### src/rtl/agree_pkg.sv
package agree_pkg;
  typedef enum logic [2:0] {
    ST_INIT  = 3'd0,
    ST_RUN   = 3'd1,
    ST_TRIP  = 3'd2,
    ST_RESET = 3'd3,
    ST_LOCK  = 3'd4
  } agree_state_e;
endpackage

### src/rtl/agree_sync.sv
// Multi-flop synchronizer for one asynchronous bit.
module agree_sync #(
  parameter int STAGES = 2
) (
  input  logic clk,
  input  logic rst_n,
  input  logic d,
  output logic q
);
  logic [STAGES-1:0] chain;

  always_ff @(posedge clk or negedge rst_n) begin
    if (!rst_n) chain <= '0;
    else        chain <= {chain[STAGES-2:0], d};
  end

  assign q = chain[STAGES-1];
endmodule

### src/rtl/agree_mismatch_filter.sv
// Counts consecutive differing compares; flags the one that completes the run.
module agree_mismatch_filter #(
  parameter int WIDTH   = 8,
  parameter int RUN_LEN = 3
) (
  input  logic             clk,
  input  logic             rst_n,
  input  logic             enable,
  input  logic             a_valid,
  input  logic [WIDTH-1:0] a_word,
  input  logic             b_valid,
  input  logic [WIDTH-1:0] b_word,
  output logic             trip
);
  localparam int CW = (RUN_LEN > 2) ? $clog2(RUN_LEN) : 1;
  localparam logic [CW-1:0] LAST = CW'(RUN_LEN - 1);

  logic [CW-1:0] streak;
  logic          compare, differ;

  assign compare = a_valid && b_valid;
  assign differ  = (a_word != b_word);

  always_ff @(posedge clk or negedge rst_n) begin
    if (!rst_n)                   streak <= '0;
    else if (!enable)             streak <= '0;
    else if (compare && !differ)  streak <= '0;
    else if (compare && streak != LAST) streak <= streak + 1'b1;
  end

  assign trip = enable && compare && differ && (streak == LAST);
endmodule

### src/rtl/agree_hb_watchdog.sv
// Watches the partner keep-alive and generates the local one.
module agree_hb_watchdog #(
  parameter int TIMEOUT = 1024,
  parameter int HALF    = 256
) (
  input  logic clk,
  input  logic rst_n,
  input  logic enable,
  input  logic peer_hb,
  output logic hb_out,
  output logic fault
);
  localparam int TW = $clog2(TIMEOUT);
  localparam int HW = $clog2(HALF);
  localparam logic [TW-1:0] T_LAST = TW'(TIMEOUT - 1);
  localparam logic [HW-1:0] H_LAST = HW'(HALF - 1);

  logic          hb_s, hb_prev, seen;
  logic [TW-1:0] idle_cnt;
  logic [HW-1:0] tx_cnt;

  agree_sync #(.STAGES(2)) u_hb_sync (
    .clk(clk), .rst_n(rst_n), .d(peer_hb), .q(hb_s)
  );

  always_ff @(posedge clk or negedge rst_n) begin
    if (!rst_n) hb_prev <= 1'b0;
    else        hb_prev <= hb_s;
  end

  assign seen = hb_s ^ hb_prev;

  always_ff @(posedge clk or negedge rst_n) begin
    if (!rst_n)                 idle_cnt <= '0;
    else if (!enable || seen)   idle_cnt <= '0;
    else if (idle_cnt != T_LAST) idle_cnt <= idle_cnt + 1'b1;
  end

  assign fault = enable && !seen && (idle_cnt == T_LAST);

  always_ff @(posedge clk or negedge rst_n) begin
    if (!rst_n) begin
      tx_cnt <= '0;
      hb_out <= 1'b0;
    end else if (tx_cnt == H_LAST) begin
      tx_cnt <= '0;
      hb_out <= ~hb_out;
    end else begin
      tx_cnt <= tx_cnt + 1'b1;
    end
  end
endmodule

### src/rtl/agree_trip_budget.sv
// Counts trips inside a window opened by the first trip; flags exhaustion.
module agree_trip_budget #(
  parameter int LIMIT  = 4,
  parameter int WINDOW = 1 << 20
) (
  input  logic clk,
  input  logic rst_n,
  input  logic clear,
  input  logic trip,
  output logic exhausted
);
  localparam int TW = $clog2(WINDOW);
  localparam int NW = $clog2(LIMIT + 1);
  localparam logic [TW-1:0] W_LAST = TW'(WINDOW - 1);
  localparam logic [NW-1:0] N_MAX  = NW'(LIMIT);

  logic          active;
  logic [TW-1:0] timer;
  logic [NW-1:0] count;
  logic          expire;

  assign expire = active && (timer == W_LAST);

  always_ff @(posedge clk or negedge rst_n) begin
    if (!rst_n) begin
      active <= 1'b0; timer <= '0; count <= '0;
    end else if (clear) begin
      active <= 1'b0; timer <= '0; count <= '0;
    end else if (trip) begin
      if (!active || expire) begin
        active <= 1'b1; timer <= '0; count <= NW'(1);
      end else begin
        timer <= timer + 1'b1;
        if (count != N_MAX) count <= count + 1'b1;
      end
    end else if (expire) begin
      active <= 1'b0; timer <= '0; count <= '0;
    end else if (active) begin
      timer <= timer + 1'b1;
    end
  end

  assign exhausted = (count >= N_MAX);
endmodule

### src/rtl/agree_monitor.sv
module agree_monitor
  import agree_pkg::*;
#(
  parameter int WIDTH      = 8,
  parameter int MM_RUN     = 3,
  parameter int HB_TIMEOUT = 1024,
  parameter int HB_HALF    = 256,
  parameter int RST_HOLD   = 16,
  parameter int SETTLE     = 64,
  parameter int TRIP_LIMIT = 4,
  parameter int WINDOW     = 1 << 20
) (
  input  logic             clk,
  input  logic             rst_n,
  input  logic             mode_latch,
  input  logic             local_valid,
  input  logic [WIDTH-1:0] local_word,
  input  logic             peer_valid,
  input  logic [WIDTH-1:0] peer_word,
  input  logic             peer_hb,
  input  logic             ack_btn,
  output logic             hb_out,
  output logic             safe_en,
  output logic [WIDTH-1:0] safe_word,
  output logic             reset_req,
  output logic [2:0]       state_o
);
  localparam int PW = $clog2(RST_HOLD + SETTLE);
  localparam logic [PW-1:0] INIT_LAST  = PW'(SETTLE - 1);
  localparam logic [PW-1:0] RESET_LAST = PW'(RST_HOLD + SETTLE - 1);
  localparam logic [PW-1:0] HOLD_END   = PW'(RST_HOLD);

  agree_state_e  state;
  logic [PW-1:0] phase;
  logic          run, mm_trip, hb_fault, trip_now;
  logic          ack_s, ack_prev, ack_rise;
  logic          exhausted, budget_clear;

  assign run = (state == ST_RUN);

  agree_mismatch_filter #(.WIDTH(WIDTH), .RUN_LEN(MM_RUN)) u_filter (
    .clk(clk), .rst_n(rst_n), .enable(run),
    .a_valid(local_valid), .a_word(local_word),
    .b_valid(peer_valid),  .b_word(peer_word),
    .trip(mm_trip)
  );

  agree_hb_watchdog #(.TIMEOUT(HB_TIMEOUT), .HALF(HB_HALF)) u_hb (
    .clk(clk), .rst_n(rst_n), .enable(run), .peer_hb(peer_hb),
    .hb_out(hb_out), .fault(hb_fault)
  );

  agree_sync #(.STAGES(2)) u_ack_sync (
    .clk(clk), .rst_n(rst_n), .d(ack_btn), .q(ack_s)
  );

  always_ff @(posedge clk or negedge rst_n) begin
    if (!rst_n) ack_prev <= 1'b0;
    else        ack_prev <= ack_s;
  end

  assign ack_rise     = ack_s && !ack_prev;
  assign trip_now     = run && (mm_trip || hb_fault);
  assign budget_clear = (state == ST_LOCK) && ack_rise;

  agree_trip_budget #(.LIMIT(TRIP_LIMIT), .WINDOW(WINDOW)) u_budget (
    .clk(clk), .rst_n(rst_n), .clear(budget_clear), .trip(trip_now),
    .exhausted(exhausted)
  );

  always_ff @(posedge clk or negedge rst_n) begin
    if (!rst_n) begin
      state <= ST_INIT;
      phase <= '0;
    end else begin
      unique case (state)
        ST_INIT: begin
          if (phase == INIT_LAST) begin state <= ST_RUN; phase <= '0; end
          else phase <= phase + 1'b1;
        end
        ST_RUN: if (trip_now) state <= ST_TRIP;
        ST_TRIP: begin state <= ST_RESET; phase <= '0; end
        ST_RESET: begin
          if (phase == RESET_LAST) begin
            state <= (mode_latch || exhausted) ? ST_LOCK : ST_RUN;
            phase <= '0;
          end else phase <= phase + 1'b1;
        end
        ST_LOCK: if (ack_rise) begin state <= ST_INIT; phase <= '0; end
        default: begin state <= ST_INIT; phase <= '0; end
      endcase
    end
  end

  assign safe_en   = run;
  assign safe_word = run ? local_word : '0;
  assign reset_req = (state == ST_RESET) && (phase < HOLD_END);
  assign state_o   = state;
endmodule

### config.mk
export PLATFORM = sky130hd
export DESIGN_NAME = agree_monitor
export DESIGN_NICKNAME = d
export VERILOG_FILES = /design/src/rtl/agree_pkg.sv /design/src/rtl/agree_sync.sv /design/src/rtl/agree_mismatch_filter.sv /design/src/rtl/agree_hb_watchdog.sv /design/src/rtl/agree_trip_budget.sv /design/src/rtl/agree_monitor.sv
export SDC_FILE = /design/constraint.sdc
export NUM_CORES = 1
export LEC_CHECK = 0
export ABC_AREA = 1
export CAP_MARGIN = 20
export CORE_ASPECT_RATIO = 0.75
export CORE_UTILIZATION = 61
export CTS_CLUSTER_SIZE = 30
export DETAILED_ROUTE_END_ITERATION = 7
export GPL_TIMING_DRIVEN = 0
export HOLD_SLACK_MARGIN = 0.08
export PLACE_DENSITY = 0.85
export SETUP_SLACK_MARGIN = 0.05
export SLEW_MARGIN = 30
export SYNTH_ARGS = -nofsm -noshare
export SYNTH_HDL_FRONTEND = slang
export SYNTH_SLANG_ARGS = --single-unit
### constraint.sdc
create_clock -name clk -period 3.95 [get_ports clk]
set_clock_uncertainty 0.15 [all_clocks]
set_input_delay 0.79 -clock clk [delete_from_list [all_inputs] [get_ports clk]]
set_output_delay 0.79 -clock clk [all_outputs]
set_load 0.01 [all_outputs]
# Yosys cells after proc, flatten, opt, wreduce, memory -nomap -nowiden
# Index checks and enable logic that the tools add are counted.
op_classes:
  n_reduce_logical: 30
  mul: 0
  n_shift: 0
  div: 0
  add_sub_neg: 6
  mux: 31
  n_lt_le_gt_ge: 2
  eq_ne: 21
  bitwise: 3
op_table:
  columns: ["op", "count"]
  rows:
  - ["two-way mux 20 bit", 5]
  - ["two-way mux 3 bit", 10]
  - ["one-hot mux 7 bit (4 select lines)", 1]
  - ["two-way mux 7 bit", 3]
  - ["adder 20 x 1 -> 20 bit, second input constant", 1]
  - ["== test 20 bit, second input constant", 1]
  - ["two-way mux 10 bit", 2]
  - ["two-way mux 8 bit", 2]
  - ["one-hot mux 3 bit (5 select lines)", 1]
  - ["logical AND 1 bit", 13]
  - ["adder 10 x 1 -> 10 bit, second input constant", 1]
  - ["== test 10 bit, second input constant", 1]
  - ["!= test 10 bit, second input constant", 1]
  - ["adder 8 x 1 -> 8 bit, second input constant", 1]
  - ["== test 8 bit, second input constant", 1]
  - ["!= test 2 bit, second input constant", 4]
  - ["!= test 8 bit", 1]
  - ["adder 7 x 1 -> 7 bit, second input constant", 1]
  - ["== test 7 x 6 -> 1 bit, second input constant", 1]
  - ["== test 7 bit, second input constant", 1]
  - ["less-than comparator 7 x 5 -> 1 bit, second input constant", 1]
  - ["== test 3 x 2 -> 1 bit, second input constant", 2]
  - ["two-way mux 2 bit", 3]
  - ["!= test 3 x 1 -> 1 bit, second input constant", 2]
  - ["other kinds (20)", 33]
totals:
  inputBits: 23
  latch_bits: 0
  wordCells: 106
  ff_bits: 61
  mem_bits_ro: 0
  ramBits: 0
  output_inout_bits: 14
  memories: 0

# Longest topological paths before layout
# Gate-level depths: netlist (run 1).
logic_depth:
  depth_word: 8
  depth_mapped: 13

# Cells and area by module
# From an unflattened synthesis (run 1), not the netlist that was laid out.
hier_totals:
  hier_cells: 497
  area_unflattened_um2: 3718.6
by_module_without_submodules:
  columns: ["mod", "n_inst", "area_per_inst_um2", "seq_area_each_um2", "cells_each"]
  rows:
  - ["agree_trip_budget", 1, 1549.0, 600.6, 209]
  - ["agree_hb_watchdog", 1, 1003.5, 500.5, 115]
  - ["agree_monitor", 1, 788.3, 275.3, 117]
  - ["agree_mismatch_filter", 1, 277.8, 50.0, 52]
  - ["agree_sync", 2, 50.0, 50.0, 2]

# Worst setup path after synthesis (run 1)
# OpenSTA, ideal clock, no wires.
synth_timing:
  path_kind: "register to output"
  startpoint: "reg state[2], in the netlist state_o[2]"
  endpoint: "out reset_req"
  stages_incl_launch_ff: 3
  t_arrival_ps: 1054
  slack_ps: 1956
  cell_sequence: "dfrtp_1 -> buf_2 -> nor4_1"
synth_between:
  elab_chain_cells: 2
synth_lines:
  columns: ["item", "line", "text"]
  rows:
  - ["start: declaration", "agree_monitor.sv:33", "agree_state_e state;"]
  - ["start signal: assignment", "agree_monitor.sv:85", "state <= (mode_latch || exhausted) ? ST_LOCK : ST_RUN;"]
  - ["== test 3 x 2 -> 1 bit", "agree_monitor.sv:97", "assign reset_req = (state == ST_RESET) && (phase < HOLD_END);"]
  - ["logical AND 1 bit", "agree_monitor.sv:97", null]
  - ["end: declaration", "agree_monitor.sv:25", "output logic reset_req,"]
# No other way between the ends.

# Worst setup path after layout (run 1)
layout_timing:
  startpoint: "in local_word[2]"
  endpoint: "out safe_word[2]"
layout_between:
  elab_chain_cells: 1
layout_lines:
  columns: ["item", "line", "text"]
  rows:
  - ["start: declaration", "agree_monitor.sv:17", "input logic [WIDTH-1:0] local_word,"]
  - ["two-way mux 8 bit", "agree_monitor.sv:96", "assign safe_word = run ? local_word : '0;"]
  - ["end: declaration", "agree_monitor.sv:24", "output logic [WIDTH-1:0] safe_word,"]
# No other way between the ends.

==> results by group, run 1 <==
STA
  • FMAX: approximately 340 MHz
  • Actual slew at the worst max-slew pin: approximately 0.6 ns
  • Final number of hold-violating endpoints: 0
  • Fin crit share: 74.1%
  • Slew headroom: 60.8%
  • Slew Viols, Final: 0
  • RSZ-0062 raised after global routing: false
  • Setup Viol. Count Final: 0
  • Min Clock Period, post-route: 2.93 ns

Drt
  • WL/cell: 13.5 µm
  • Drt drc: 0
  • Initial detailed-routing violation count: 139
  • Vias after detailed routing: 3120
  • Routed WL: between 7 and 8 mm
  • Drt pass-1 iters: 5
  • Routed Antenna Nets: 0
  • Vias/cell: 5.31

Clocking
  • Clk sinks: 61
  • CTS max path bufs: 2
  • Worst-path clk slew: 0.07 ns
  • # resized after CTS: 0
  • CTS tree: yes
  • Worst-Skew Late Latency: 0.36 ns
  • Post CTS Setup Buffer Count: 0
  • Htree depth: 3
  • # hold bufs at CTS: 0
  • CTS root buf: clkbuf_8
  • CTS buffer count: 9

Yosys
  • Synth warnings: 0
  • Ys flop type: dfrtp_1
  • Syn Area/Cell: 7.76 µm²
  • Post-synth top cells: 113 x nand2_1, 61 x dfrtp_1, 59 x nor2_1
  • Syn Nets: 490
  • Synth Cell Area: 3570 µm²
  • Syn Inst Count: 460
  • #FFs+latches synth: 61
  • Most numerous cell in the Yosys netlist: nand2_1
  • Async set-reset flop share out of synthesis: 100%
  • Top cells by area, synth: dfrtp_1 43%, nand2_1 12%, nor2_1 6.2%
  • Distinct cells, synth: between 40 and 50
  • Share of the synthesized area in the top cell type: 42.8%
  • Largest area contributor in the netlist: dfrtp_1
  • EDFF count, synth: 0
  • Seq/Total Area, Yosys: between 40% and 50%

Final layout
  • Multi-input logic area: 1770 µm²
  • Fin area: 4280 µm²
  • Final Core Density: 77.9%
  • Area delta synth->final: 20.0%
  • Fill cells: 394
  • FF/Latch Area: 1530 µm²
  • Ant diodes: 0
  • Share of cells above drive strength 1: approximately 8.6%
  • Final #Nets: roughly 540
  • Final Non-Filler Cells: 588

Global route
  • Gr ovfl total: 0
  • Antenna violations before repair: 0
  • First-pass GRT wire length: 13.8 mm
  • Total GRT Usage: between 20% and 30%
  • Largest net degree at the start of global routing: 42
  • Vias in the first global route: 3056

Floorplanning
  • Starting density of the core: 64.9%
  • Die width: ~90 µm
  • I/O pin cnt: 37
  • # rows: 23
  • Die Span Y: 68.2 µm
  • Core area: 5500 µm²
  • Die area: 6160 µm²

Worst setup path
  • Slowest stage cell, crit path: clkdlybuf4s50_1
  • Worst Path Buf+Inv: 3
  • Setup crit end kind: output pin
  • Worst path most repeated cell: clkdlybuf4s50_1
  • Crit path cell chain: clkdlybuf4s50_1, inv_1, nor2_1, clkdlybuf4s50_1
  • Worst setup path class: input port to output pin
  • Worst EP arrival: 1.99 ns
  • Top delay family on crit path: buffers and inverters
  • Worst Path Required: 3.01 ns
  • Worst Setup Start Kind: input port
  • Crit Path Max Fanout: 2
  • Critical Path Max Stage Delay: between 0.5 and 0.6 ns

Place
  • Port Buf Inserts: 36
  • Placer Congestion: 0.895
  • DP Area: 4040 µm²
  • DP HPWL: 5.74 mm
  • Placed Instances: 572

Hold path
  • HP Class: input port to async pin

Run
  • Max cap viols: 0

Power
  • Peak VDD IR: 0.000237 V
  • Leak pwr: between 2 and 2.5 nW
  • Power density over the cells: 319 nW/µm²

Outcome
  • Run status: complete, no violations
metal layers:
| layer | up-vias | part of all wire (%) | track usage, % | routed length, µm |
|---|---|---|---|---|
| met1 | 1439 | 47 | 36.8 | 3740 |
| met2 | 86 | 47 | 50.5 | 3720 |
| li1 | 1581 | - | - | - |
| met3 | 14 | 4.6 | 8.56 | 363 |
| met4 | 0 | 1.8 | 11.5 | 140 |
| met5 | - | 0 | 0 | 0 |
path summary, 6_finish.rpt:
check / startpoint / endpoint / slack [ns] / cells after the start
hold reg to reg: u_ack_sync.chain[0] / u_ack_sync.chain[1] / 0.20 / 0
min in group clk: u_ack_sync.chain[0] / u_ack_sync.chain[1] / 0.20 / 0
max in group asynchronous: rst_n / u_hb.tx_cnt[6] / 2.98 / 2
setup reg to reg: u_hb.idle_cnt[0] / u_budget.timer[9] / 1.84 / 11
hold / removal: rst_n / phase[4] / 0.16 / 1
setup / recovery: local_word[2] / safe_word[2] / 1.02 / 4
report_power, final:
group / leakage (nW) / internal [mW] / switching, mW
Clock: 0.121 / 0.436 / 0.248
Combinational: 1.17 / 0.0282 / 0.0256
Sequential: 0.760 / 0.628 / 0.00140
registers in the layout, summed over array words and instances (netlist names), 2 cells and up:
register              flops
u_budget.timer           20
u_filter.streak           2
state_o                   3
phase                     7
u_hb.tx_cnt               8
u_hb.idle_cnt            10
u_ack_sync.chain          2
u_budget.count            3
u_hb.u_hb_sync.chain      2
kinds of logic after synthesis:
group	count (synthesis)	synth area share, %
simple gates	249	32.0
buf+inv	64	7.54
xor+xnor	25	6.14
fa+ha+maj	7	2.45
compound gates	53	8.77
flops	61	42.8
mux	1	0.281
through the flow:
step / setup TNS [ns] / hold WS, ns / setup WS (ns) / power [mW]
3_3_place_gp: -0.00384 / 0.186 / -0.000522 / 0.692
5_1_grt: 0 / 0.172 / 0.950 / 1.40
6_report: 0 / 0.157 / 1.02 / 1.37
3_5_place_dp: 0 / 0.189 / 1.01 / 0.695
2_1_floorplan: 0 / 0.181 / 1.96 / 0.655
4_1_cts: 0 / 0.153 / 1.01 / 1.38
layout make-up:
| class | count | share of cell area [%] |
|---|---|---|
| multi-input cells | 335 | 41.4 |
| inverters | 58 | 5.14 |
| clock inverters | 4 | 2.22 |
| well taps | 75 | 2.19 |
| flip-flops and latches | 61 | 35.7 |
| plain buffers | 6 | 1.14 |
| repair buffers | 37 | 8.83 |
| clock buffers | 12 | 3.39 |
layout by cell type, fill, tap and decap left out, types with 2 or more instances in the layout:
cell	n
o31ai_1	3
clkbuf_1	2
nand2_1	113
buf_2	3
xor2_1	11
o22ai_1	2
dfrtp_1	61
buf_4	2
bufinv_16	3
o21ai_1	8
o21a_1	2
nand3_1	36
nor2_4	2
o21ai_2	2
o21ai_0	19
nand4_1	12
ha_1	7
a31oi_1	2
clkdlybuf4s50_1	35
nand2_4	3
nor2_1	59
inv_1	56
nor3_1	7
nand2_2	7
nor3b_1	3
a21oi_1	10
clkbuf_8	10
xnor2_1	14
No activity file was read; power rests on OpenSTA's default activity.
==> run 2, diff against run 1 <==
Settings changed: CORE_UTILIZATION 61 to 51, PLACE_DENSITY 0.85 to 0.76.
Clock period 3.95 ns to 2.5 ns, I/O delays scaled along.
==> run 2 against run 1 <==
  * Sequential share of layout area is 0.075 points lower
  * Register-to-register slack got worse by 1.5 ns
  * Count of clock-buffer cells in the layout decreased by 2
  * Final cell count is 2.0% higher
  * Cell area increased by 0.29%
  * Global-route usage fell by 6.7 points
==> results by group, run 2 (synthesis gave the netlist of run 1 again) <==
Outcome
  • Run status: complete, no violations

Final layout
  • Max FFs per register: 20
  • Biggest register: u_budget.timer
  • Final Core Density: 63.1%
  • Ant diodes: 0
  • Commonest non-fill, non-tap cell in the layout: nand2_1
  • Share of cells above drive strength 1: 9.50%
  • Final #Nets: 541
  • Area delta synth->final: 20.3%
  • Top Registers: u_budget.timer: 20 flops, u_hb.idle_cnt: 10 flops, u_hb.tx_cnt: 8 flops
  • Commonest non-fill, non-tap cells in the layout: 113 x nand2_1, 60 x dfrtp_1, 59 x nor2_1

Global route
  • Largest net degree at the start of global routing: 44
  • Total GRT Usage: between 20% and 30%
  • First-pass GRT wire length: about 13 mm
  • Vias in the first global route: 2835
  • Antenna violations before repair: 0
  • Gr ovfl total: 0

Floorplanning
  • I/O pin cnt: 37
  • Core area: 6800 µm²
  • Die area: approximately 7300 µm²
  • Die width: 98.6 µm
  • Starting density of the core: 52.5%
  • Die Span Y: 74.4 µm
  • # rows: 26

STA
  • Min Clock Period, post-route: 2.36 ns
  • Slew Viols, Final: 0
  • Final number of hold-violating endpoints: 0
  • Slew headroom: 66.1%
  • Setup ws final: roughly 0.14 ns
  • Final hold slack: 0.198 ns
  • Fin crit share: 94.5%
  • Actual slew at the worst max-slew pin: about 0.5 ns
  • TNS Setup: 0 ns
  • RSZ-0062 raised after global routing: false
  • Setup Viol. Count Final: 0
  • FMAX: 423 MHz

Power
  • Peak VDD IR: 0.000378 V
  • Power density over the cells: 463 nW/µm²
  • Leak pwr: 2.15 nW
  • Tot Pwr: a little under 2 mW

Place
  • Port Buf Inserts: 36
  • DP HPWL: 5.62 mm
  • Pre-CTS setup slack: ~0.11 ns
  • Placer Congestion: 0.882

Clocking
  • Worst-Skew Late Latency: 0.35 ns
  • CTS buffer count: 9
  • Clk sinks: 61
  • CTS max path bufs: 2
  • Worst-path clk slew: roughly 0.07 ns
  • Htree depth: 3
  • CTS tree: yes
  • CTS root buf: clkbuf_8

Drt
  • Drt pass-1 iters: 4
  • Initial detailed-routing violation count: 131
  • Vias/cell: 5.13
  • Vias after detailed routing: 3080
  • Drt drc: 0
  • Routed WL: 7.56 mm
  • WL/cell: roughly 13 µm
  • Routed Antenna Nets: 0

Worst setup path
  • Setup crit end kind: output pin
  • Crit Path Max Fanout: 4
  • Worst setup path class: flip-flop to output pin
  • Worst EP arrival: about 1.7 ns
  • Worst Setup Start Kind: flip-flop
  • Worst Path Required: between 1.5 and 2 ns

Run
  • Max cap viols: 0

Hold path
  • HP Class: flip-flop to flip-flop
==> run 2: cell types whose count changed in the layout (fill, tap and decap cells not counted), sizes merged, moves of 3 or more <==
cell,delta
clkinvlp,+3
dlygate4sd2,+4
dlymetal6s2s,+5
clkdlybuf4s50,-9
==> run 2: layer usage <==
metal / up-vias / global-route usage [%] / routed length [µm]
li1: 1588 / - / -
met1: 1442 / 31.7 / 3790
met2: 42 / 35.3 / 3390
met3: 8 / 6.20 / 294
met4: 0 / 8.96 / 84
met5: - / 0 / 0
==> run 2: per-stage QoR <==
step / std cells / cell area (µm²)
after floorplan: 460 / 3570
after global placement: 580 / 4030
after detailed placement: 581 / 4050
after CTS: 600 / 4280
after global routing: 600 / 4290
final: 600 / 4290
==> run 2: worst paths after layout <==
check / to / slack [ns] / cells after the start / from
max: safe_en / 0.14 / 5 / state_o[1]
min: u_ack_sync.chain[1] / 0.20 / 0 / u_ack_sync.chain[0]
max reg2reg: u_budget.timer[7] / 0.34 / 13 / state_o[1]
min reg2reg: u_ack_sync.chain[1] / 0.20 / 0 / u_ack_sync.chain[0]
max in group asynchronous: u_hb.tx_cnt[4] / 1.28 / 3 / rst_n
min in group asynchronous: phase[5] / 0.40 / 2 / rst_n
==> run 2: worst max-delay path, stage by stage (launching register included) <==
cell	delay [ns]
dfrtp_1	0.41
inv_1	0.08
nand2_2	0.09
nor2_8	0.13
buf_4	0.13
clkdlybuf4s50_1	0.53
==> run 2: repair_timing <==
| action | in CTS | in global routing |
|---|---|---|
| setup endpoints to repair | 9 | 5 |
| gates resized for setup | 5 | 5 |
| setup buffers | 2 | 0 |
| hold buffers | 1 | 0 |
| endpoints found under the hold margin | 18 | 0 |
| pin swaps | 1 | 0 |
==> run 2: power by group <==
group / leakage, nW / switching, mW / total (mW) / internal [mW]
Combinational: 1.29 / 0.0406 / 0.0862 / 0.0456
Clock: 0.0951 / 0.416 / 0.908 / 0.492
Sequential: 0.758 / 0.00235 / 0.994 / 0.991
==> run 2: cell type report <==
type                            count  area, µm²
Tap cell                           84        105
Buffer                              6       48.8
Fill cell                         562       2510
Clock buffer                       10        138
Timing Repair Buffer               40        410
Inverter                           58        220
Clock inverter                      6       70.1
Multi-Input combinational cell    335       1770
Sequential cell                    61       1530
==> run 3, diff against run 2 <==
Settings changed: CORE_UTILIZATION 51 to 57, PLACE_DENSITY 0.76 to 0.8.
Clock period 2.5 ns to 2.18 ns, I/O delays scaled along.
==> run 3 against run 2 <==
  * Non-clock buffer count is 2 higher
  * Highest routed layer unchanged
  * Critical endpoint is now safe_word[2]
  * Routed wire length is 2.9% higher
  * Core utilization is 9.2 points higher
  * Hold slack better by 0.00077 ns
  * Final cell count is 0.83% lower
  * Critical path type unchanged
  * Cell area is 0.38% lower
  * Die area is 10% lower
==> results by group, run 3 (synthesis gave the netlist of run 1 again) <==
Hold path
  • HP Start: u_hb.u_hb_sync.chain[0]
  • Hold depth: 0
  • HP Class: flip-flop to flip-flop
  • Worst Hold End: u_hb.u_hb_sync.chain[1]

Worst setup path
  • Critical Path Max Stage Delay: 0.41 ns
  • Crit Path Max Fanout: 10
  • Worst Path Required: ~1.6 ns
  • Worst EP arrival: 1.46 ns
  • Reg2reg start: state_o[1]
  • Crit path launch: state_o[1]
  • Setup crit end kind: output pin
  • Worst Setup Start Kind: flip-flop
  • Worst setup path class: flip-flop to output pin
  • Slowest stage cell, crit path: dfrtp_1
  • Reg2reg setup slack: 0.17 ns
  • FF-to-FF path depth: 13
  • Reg-to-Reg End: u_budget.count[2]
  • Crit path cell chain: inv_1, nand2_2, nor2_8, inv_4, nor2_1, dlygate4sd2_1

Place
  • Port Buf Inserts: 36
  • Placer Congestion: 0.911
  • Pre-CTS setup slack: -0.108 ns
  • DP HPWL: 5.62 mm

Clocking
  • CTS root buf: clkbuf_8
  • CTS buffer count: 9
  • CTS tree: yes
  • Clk sinks: 61
  • Worst-Skew Late Latency: between 0.3 and 0.4 ns
  • CTS max path bufs: 2
  • Worst-path clk slew: 0.07 ns
  • Htree depth: 3

STA
  • Actual slew at the worst max-slew pin: 0.503 ns
  • Fin crit share: between 90% and 100%
  • Setup Viol. Count Final: 0
  • Slew Viols, Final: 0
  • TNS Setup: 0 ns
  • Setup ws final: 0.133 ns
  • Final number of hold-violating endpoints: 0
  • FMAX: 488 MHz
  • Slew headroom: 66.2%
  • RSZ-0062 raised after global routing: false
  • Min Clock Period, post-route: roughly 2.0 ns

Final layout
  • Area delta synth->final: 19.8%
  • Commonest non-fill, non-tap cell in the layout: nand2_1
  • Max FFs per register: 20
  • Top Registers: u_budget.timer: 20 flops, u_hb.idle_cnt: 10 flops, u_hb.tx_cnt: 8 flops
  • Share of cells above drive strength 1: 12.0%
  • Final #Nets: 543
  • Biggest register: u_budget.timer
  • Commonest non-fill, non-tap cells in the layout: 112 x nand2_1, 59 x dfrtp_1, 57 x nor2_1
  • Ant diodes: 0

Power
  • Power density over the cells: about 490 nW/µm²
  • Tot Pwr: 2.10 mW
  • Peak VDD IR: about 0.00037 V
  • Leak pwr: 2.07 nW

Drt
  • Drt drc: 0
  • Drt pass-1 iters: 5
  • Initial detailed-routing violation count: 168
  • Vias/cell: ~5.3
  • Vias after detailed routing: 3140
  • Routed WL: 7.77 mm
  • Routed Antenna Nets: 0
  • WL/cell: 13.1 µm

Floorplanning
  • Die Span Y: 70.5 µm
  • Die width: 93.4 µm
  • Die area: roughly 6600 µm²
  • Starting density of the core: 60.3%
  • Core area: 5920 µm²
  • # rows: 24
  • I/O pin cnt: 37

Run
  • Max cap viols: 0

Global route
  • Vias in the first global route: 3002
  • Total GRT Usage: 26.3%
  • Gr busiest metal: met2
  • First-pass GRT wire length: 13.3 mm
  • Routing usage on met2: between 40% and 50%
  • Largest net degree at the start of global routing: 48
  • GRT met3 Usage: 7.73%
  • Antenna violations before repair: 0
  • Met1 GRT Util: 34.8%
  • Gr ovfl total: 0

Outcome
  • Run status: complete, no violations
==> run 3: cell types whose count changed in the layout (fill, tap and decap cells not counted), moves of 2 or more <==
cell,before,now
clkbuf_2,0,6
dlymetal6s2s_1,5,0
clkinv_2,0,4
buf_4,4,6
clkinvlp_4,3,1
nor2_1,59,57
==> run 3: cell type report <==
cell class	instances	area, µm²
repair buffers	42	395
multi-input cells	335	1820
flip-flops and latches	61	1530
plain buffers	6	51.3
clock buffers	10	138
well taps	78	97.6
clock inverters	5	27.5
fillers	471	1640
inverters	58	223
==> run 3: layer usage <==
layer	share of wire [%]	routed length, µm	vias up
met5	0	0	-
met4	1.4	106	0
met3	4.7	365	11
met2	46	3590	72
met1	48	3710	1463
li1	-	-	1594
==> run 3: stage by stage <==
step	utilization, %	instance area, µm²	cells	hold WS (ns)
2_1_floorplan	-	3570	460	-0.00959
3_3_place_gp	68.1	4030	574	0.184
3_5_place_dp	68.5	4050	575	0.160
4_1_cts	71.5	4230	593	0.203
5_1_grt	72.3	4280	595	0.212
6_report	72.3	4280	595	0.199
==> run 3: worst max path at each step <==
stage	slack, ns	endpoint	cells past startpoint
2_1_floorplan	0.38	u_budget.timer[8]	10
3_3_place_gp	-1.42	u_hb.tx_cnt[7]	1
3_5_place_dp	-0.11	u_budget.timer[7]	11
4_1_cts	0.03	u_budget.timer[7]	13
5_1_grt	0.04	u_budget.timer[18]	10
6_report	0.13	safe_word[2]	6
==> run 3: critical path, delay by kind of cell, from the launching register on <==
family                 cells  cell delay [ns]
flip-flops                 1             0.41
AND/OR/NAND/NOR            3             0.28
buffers and inverters      3             0.43
==> run 3: report_power, final <==
| part | internal [mW] | switching [mW] | leakage (nW) | total (mW) |
|---|---|---|---|---|
| registers | 1.14 | 0.00257 | 0.756 | 1.14 |
| logic | 0.0540 | 0.0484 | 1.23 | 0.102 |
| clock network | 0.428 | 0.433 | 0.0877 | 0.861 |
| total | 1.62 | 0.484 | 2.07 | 2.10 |
==> run 3: what timing repair did <==
item / CTS / global route
pin swaps: 1 / 5
setup buffers: 2 / 2
endpoints found under the setup margin: 10 / 38
gates resized for setup: 10 / 29
endpoints found under the hold margin: 16 / 0
hold buffers: 1 / 0
